**config.mk**
```make
export PLATFORM = sky130hd
export DESIGN_NAME = cfg_route_decoder
export DESIGN_NICKNAME = d
export VERILOG_FILES = /design/src/rtl/cfg_route_pkg.sv /design/src/rtl/cfg_addr_split.sv /design/src/rtl/cfg_bus_window.sv /design/src/rtl/cfg_route_pick.sv /design/src/rtl/cfg_route_decoder.sv
export SDC_FILE = /design/constraint.sdc
export NUM_CORES = 1
export LEC_CHECK = 0
export ABC_AREA = 1
export BUFFER_PORTS_ARGS = -buffer_cell sky130_fd_sc_hd__buf_2
export CAP_MARGIN = 20
export CORE_MARGIN = 3
export CORE_UTILIZATION = 36
export DETAILED_ROUTE_END_ITERATION = 10
export PLACE_DENSITY = 0.76
export SETUP_SLACK_MARGIN = 0.5
export SLEW_MARGIN = 20
export SYNTH_ARGS = -nofsm -noshare
export SYNTH_HDL_FRONTEND = slang
export SYNTH_HIERARCHICAL = 1
export SYNTH_SLANG_ARGS = --single-unit
```
**constraint.sdc**
```tcl
create_clock -name clk -period 1.6 [get_ports clk]
set_clock_uncertainty 0.15 [all_clocks]
set_input_delay 0.08 -clock clk [delete_from_list [all_inputs] [get_ports clk]]
set_output_delay 0.08 -clock clk [all_outputs]
set_load 0.1 [all_outputs]
```
**src/rtl/cfg_route_pkg.sv**
```systemverilog
package cfg_route_pkg;

    typedef enum logic [2:0] {
        ST_IDLE    = 3'd0,
        ST_DOWN    = 3'd1,
        ST_TYPE0   = 3'd2,
        ST_UP      = 3'd3,
        ST_IGNORE  = 3'd4,
        ST_NOCLAIM = 3'd5
    } route_st_e;

    localparam logic [3:0] CMD_SPECIAL = 4'b0001;
    localparam logic [3:0] CMD_CFG_RD  = 4'b1010;
    localparam logic [3:0] CMD_CFG_WR  = 4'b1011;
    localparam logic [1:0] TYPE1_CODE  = 2'b01;

endpackage

```
**src/rtl/cfg_addr_split.sv**
```systemverilog
module cfg_addr_split #(
    parameter int AW      = 32,
    parameter int BUS_W   = 8,
    parameter int BUS_LSB = 16,
    parameter int DEV_W   = 5,
    parameter int DEV_LSB = 11,
    parameter int FN_W    = 3,
    parameter int FN_LSB  = 8
) (
    input  logic [AW-1:0]    ad,
    output logic             is_type1,
    output logic [BUS_W-1:0] bus_num,
    output logic             devfn_all1
);
    import cfg_route_pkg::*;

    logic [DEV_W-1:0] dev_f;
    logic [FN_W-1:0]  fn_f;

    always_comb begin
        is_type1   = (ad[1:0] == TYPE1_CODE);
        bus_num    = ad[BUS_LSB +: BUS_W];
        dev_f      = ad[DEV_LSB +: DEV_W];
        fn_f       = ad[FN_LSB +: FN_W];
        devfn_all1 = (&dev_f) && (&fn_f);
    end
endmodule

```
**src/rtl/cfg_bus_window.sv**
```systemverilog
module cfg_bus_window #(
    parameter int BUS_W = 8
) (
    input  logic [BUS_W-1:0] bus_num,
    input  logic [BUS_W-1:0] sec_num,
    input  logic [BUS_W-1:0] sub_num,
    output logic             hit_sec,
    output logic             below_sub_excl,
    output logic             inside_incl
);
    always_comb begin
        hit_sec        = (bus_num == sec_num);
        below_sub_excl = (bus_num > sec_num) && (bus_num <= sub_num);
        inside_incl    = (bus_num >= sec_num) && (bus_num <= sub_num);
    end
endmodule

```
**src/rtl/cfg_route_pick.sv**
```systemverilog
module cfg_route_pick (
    input  logic                      is_type1,
    input  logic [3:0]                cmd,
    input  logic                      from_sec,
    input  logic                      devfn_all1,
    input  logic                      hit_sec,
    input  logic                      below_sub_excl,
    input  logic                      inside_incl,
    output cfg_route_pkg::route_st_e  pick
);
    import cfg_route_pkg::*;

    logic is_cfg;

    always_comb begin
        is_cfg = (cmd == CMD_CFG_RD) || (cmd == CMD_CFG_WR);
        pick   = ST_NOCLAIM;
        if (cmd == CMD_SPECIAL) begin
            pick = ST_IGNORE;
        end else if (is_type1) begin
            if (!from_sec) begin
                if (is_cfg && hit_sec)             pick = ST_TYPE0;
                else if (is_cfg && below_sub_excl) pick = ST_DOWN;
            end else begin
                if ((cmd == CMD_CFG_WR) && devfn_all1 && !inside_incl)
                    pick = ST_UP;
            end
        end
    end
endmodule

```
**src/rtl/cfg_route_decoder.sv**
```systemverilog
module cfg_route_decoder #(
    parameter int AW    = 32,
    parameter int BUS_W = 8
) (
    input  logic             clk,
    input  logic             rst,
    input  logic             addr_phase,
    input  logic [AW-1:0]    ad,
    input  logic [3:0]       cbe_cmd,
    input  logic             from_secondary,
    input  logic [BUS_W-1:0] sec_bus_num,
    input  logic [BUS_W-1:0] sub_bus_num,
    output logic             route_down,
    output logic             route_type0,
    output logic             route_up,
    output logic             route_ignore,
    output logic             route_unclaimed,
    output logic             delayed_single
);
    import cfg_route_pkg::*;

    logic             is_type1;
    logic [BUS_W-1:0] bus_num;
    logic             devfn_all1;
    logic             hit_sec, below_sub_excl, inside_incl;
    route_st_e        pick, state_q;

    cfg_addr_split #(.AW(AW), .BUS_W(BUS_W)) u_split (
        .ad         (ad),
        .is_type1   (is_type1),
        .bus_num    (bus_num),
        .devfn_all1 (devfn_all1)
    );

    cfg_bus_window #(.BUS_W(BUS_W)) u_window (
        .bus_num        (bus_num),
        .sec_num        (sec_bus_num),
        .sub_num        (sub_bus_num),
        .hit_sec        (hit_sec),
        .below_sub_excl (below_sub_excl),
        .inside_incl    (inside_incl)
    );

    cfg_route_pick u_pick (
        .is_type1       (is_type1),
        .cmd            (cbe_cmd),
        .from_sec       (from_secondary),
        .devfn_all1     (devfn_all1),
        .hit_sec        (hit_sec),
        .below_sub_excl (below_sub_excl),
        .inside_incl    (inside_incl),
        .pick           (pick)
    );

    // State register: sample on strobe, hold otherwise.
    always_ff @(posedge clk) begin
        if (rst)             state_q <= ST_IDLE;
        else if (addr_phase) state_q <= pick;
    end

    // Output decode from the held state.
    always_comb begin
        route_down      = 1'b0;
        route_type0     = 1'b0;
        route_up        = 1'b0;
        route_ignore    = 1'b0;
        route_unclaimed = 1'b0;
        delayed_single  = 1'b0;
        unique case (state_q)
            ST_IDLE:    ;
            ST_DOWN:    begin route_down  = 1'b1; delayed_single = 1'b1; end
            ST_TYPE0:   begin route_type0 = 1'b1; delayed_single = 1'b1; end
            ST_UP:      begin route_up    = 1'b1; delayed_single = 1'b1; end
            ST_IGNORE:  route_ignore    = 1'b1;
            ST_NOCLAIM: route_unclaimed = 1'b1;
            default:    ;
        endcase
    end

    logic [4:0] routes;
    assign routes = {route_down, route_type0, route_up, route_ignore, route_unclaimed};

    p_reset_clear_r1: assert property (@(posedge clk)
        rst |=> (routes == 5'b0 && !delayed_single));

    p_hold_r2: assert property (@(posedge clk) disable iff (rst)
        !addr_phase |=> ($stable(routes) && $stable(delayed_single)));

    p_special_ignored_r3: assert property (@(posedge clk) disable iff (rst)
        (addr_phase && cbe_cmd == CMD_SPECIAL) |=> route_ignore);

    p_not_type1_r7: assert property (@(posedge clk) disable iff (rst)
        (addr_phase && ad[1:0] != TYPE1_CODE && cbe_cmd != CMD_SPECIAL) |=> route_unclaimed);

    p_one_route_r8: assert property (@(posedge clk) disable iff (rst)
        addr_phase |=> ($countones(routes) == 1));

    p_delayed_flag_r9: assert property (@(posedge clk) disable iff (rst)
        delayed_single == (route_down || route_type0 || route_up));

    p_primary_no_up_r10: assert property (@(posedge clk) disable iff (rst)
        (addr_phase && !from_secondary) |=> !route_up);

    p_secondary_no_down_r10: assert property (@(posedge clk) disable iff (rst)
        (addr_phase && from_secondary) |=> (!route_down && !route_type0));

endmodule

```
==> summary.json <==
{
  "worst_hold_path_type": "input pin to register",
  "critical_path.most_common_cell": "nand2_1",
  "synth.yosys.warnings": 6,
  "syn-mean-instance-area_um2": 5.67,
  "setup.reg_to_reg.worst_slack_ps": 790,
  "clock_insertion_delay_worst_skew_ps": 240,
  "cp.buffers_inverters": 4,
  "chipWidth_um": 54.3,
  "clock-sinks": 3,
  "grt_setup_unrepaired": "yes",
  "nNetsFinal": 273,
  "routed_wl_um": 2530,
  "crit-reg2reg-launch": "state_q[2]",
  "num_rows": 16,
  "final_cell_count_no_fill": 227,
  "gr_overflow_total": 0,
  "seq_area_um2": 68.8,
  "overall_die_height_um": 54.3,
  "hp-start": "addr_phase",
  "syn2layout_area_growth_pct": 100,
  "share_of_post_route_cells_with_drive_strength_above_1": 0.630,
  "total_power_uw": 729,
  "finalWorstPathRequiredPeriod_ps": 1500,
  "timing.max_cap.violations": 0,
  "finalSetupViolations": 0,
  "die_area_um2": 2950,
  "finished_cell_area_um2": 1680,
  "ant_nets": 0,
  "dr_total_vias": 1051,
  "synth_cell_types": 17,
  "multi_input_area_um2": 903,
  "clockRootBuffer": "clkbuf_4",
  "placedInstanceArea_um2": 1410,
  "worstPathMaxFanout": 2,
  "cp_top_family": "simple AND/OR/NAND/NOR gates",
  "antenna_cells": 0,
  "path_clk_slew_ps": 40,
  "cts_tree": "built",
  "yosys_register_bits": 3,
  "biggestRegsByFlops": "state_q x3",
  "fillCellCount": 142,
  "timing.rr.end": "state_q[2]",
  "number_of_flip_flops_under_the_largest_register_name": 3,
  "worstPathArrival_ps": 1510,
  "place_inst": 216,
  "outcome": "finished, violations left",
  "synth_nets": 220,
  "p_leak_nw": 0.872,
  "synth_area_um2": 840,
  "clk_path_buf_depth": 2,
  "reg_with_most_ffs": "state_q",
  "finalCoreUtilization": 0.808,
  "worst_setup_path_start_kind": "input pin",
  "globalplace.congestion": 0.793,
  "port_buffer_count": 47,
  "syn-instance-count": 148,
  "worst-path-stages": 17,
  "synth-seq-area-share": 0.0715,
  "timing.slew.headroom": 0.857,
  "timing.final.max_slew_violations": 0,
  "layout_setup_ws_ps": 104,
  "grt_usage": 0.192,
  "drc": 0,
  "worstSetupEndpointType": "register",
  "htree_levels": 1,
  "cell_depth_of_the_worst_flop_to_flop_path": 2,
  "worst_setup_path_startpoint": "sec_bus_num[7]",
  "post_detailed_route_via_to_cell_ratio": 4.63,
  "fin_tns_setup_ps": 0,
  "global_route_wire_length_before_repair_um": 4170,
  "critPathRequiredTime_ps": 1620,
  "grt_start_max_net_pins": 7,
  "pin_count": 62,
  "violations_in_the_final_reports": "hold timing",
  "crit_chain": "buf_6, inv_4, ha_4, a21o_1, nor2_2, nand3_1, nand2_1, inv_1, nor2_1, nand2_1, nand2_2, nand2_2, nor2_2, inv_1, nand2_1, nand2_1, nor2_1",
  "ir_drop_mv": 0.361,
  "final.hold.worst_slack_ps": -2.29,
  "timing.final.crit_share": 0.935,
  "finalHoldViolCount": 1,
  "antenna_found_initial": 0,
  "first_pass_iters": 4,
  "crit_path_top_delay_cell": "ha_4",
  "dpl_worst_slack_ps": -149,
  "p_per_area_nw_per_um2": 433,
  "worst_pin_slew_ps": 213,
  "initial_utilization": 0.403,
  "tritoncts.num_buffers": 3,
  "hpwl_um": 1970,
  "core_area_um2": 2080,
  "worst-setup-path-type": "input pin to register",
  "critPathCapture": "state_q[1]",
  "vias_in_the_first_global_route": 1054,
  "wire_per_inst_um": 11.2,
  "critical_path.max_stage_delay_ps": 200,
  "initial_drc_count": 5,
  "timing.fmax_ghz": 0.669
}
## synthesized netlist by cell type (all sizes together)
master / count / area share
nand4: 2 / 0.030
clkinv: 1 / 0.0045
dfxtp: 3 / 0.072
ha: 16 / 0.24
o21ai: 1 / 0.0060
nand2: 42 / 0.19
buf: 8 / 0.072
nor3: 6 / 0.036
nand3: 2 / 0.012
inv: 39 / 0.17
nor2: 19 / 0.10
a21o: 2 / 0.018
a21oi: 7 / 0.042
## layer usage
metal / vias up / wire [µm] / track usage
li1: 541 / - / -
met3: 10 / 133 / 0.0327
met2: 36 / 1490 / 0.388
met5: - / 0 / 0
met4: 0 / 84 / 0.0871
met1: 464 / 830 / 0.183
## worst reg2reg max path, stage by stage (launching register included)
cell and delay, ps:
dfxtp_4 380, nor2_1 110, nor2_1 60
## cell usage in the layout, fill, tap and decap left out
cell	instances
inv_2	17
buf_2	28
nand2_2	8
nor2_1	13
a21o_1	2
o21ai_1	1
nor3_1	1
buf_12	6
clkinv_2	1
nand3_1	1
nor2_4	2
nor3_4	5
a21oi_2	5
clkbuf_1	1
inv_1	19
clkbuf_4	3
buf_8	1
nand3_2	1
nor2_2	4
ha_1	1
dfxtp_2	1
nand4_4	2
a21oi_1	1
nand2_4	3
inv_6	1
buf_4	5
dfxtp_4	2
dlygate4sd3_1	3
inv_4	2
ha_2	1
nand2_1	31
ha_4	14
buf_6	13
a21oi_4	1
## power by group
group | internal (mW) | switching [mW] | total, mW
Clock | 0.0940 | 0.0478 | 0.142
Sequential | 0.0804 | 0.0161 | 0.0965
Combinational | 0.235 | 0.256 | 0.491
Total | 0.410 | 0.320 | 0.729
## how the worst min path moves through the flow
stage / end / slack (ps) / depth (start not counted)
finish: state_q[1] / -2 / 3
global route: state_q[1] / 20 / 4
CTS: state_q[1] / -5 / 4
detailed placement: state_q[0] / 190 / 4
global placement: state_q[1] / 180 / 4
floorplan: state_q[0] / 60 / 2
## layout make-up
class                           instances  area share
Clock buffer                            4      0.0156
Inverter                               40      0.0959
Multi-Input combinational cell         97       0.537
Sequential cell                         3      0.0409
Tap cell                               27      0.0201
Timing Repair Buffer                   56       0.291
## kinds of logic (layout without fill, tap and decap cells)
family / Yosys count / after routing / synth area share
adders and majority gates: 16 / 16 / 0.238
DFF: 3 / 3 / 0.0715
buffers and inverters: 48 / 100 / 0.250
AOI/OAI and AO/OA: 10 / 10 / 0.0656
and+or+nand+nor: 71 / 71 / 0.374
## what timing repair did
| item | in CTS | in global routing |
|---|---|---|
| pin swaps | 17 | 9 |
| endpoints found under the hold margin | 3 | 0 |
| buffers inserted | 3 | 1 |
| endpoints found under the setup margin | 9 | 9 |
| resized for setup | 48 | 15 |
| hold buffers | 3 | 0 |
No activity file was read; power rests on OpenSTA's default activity.
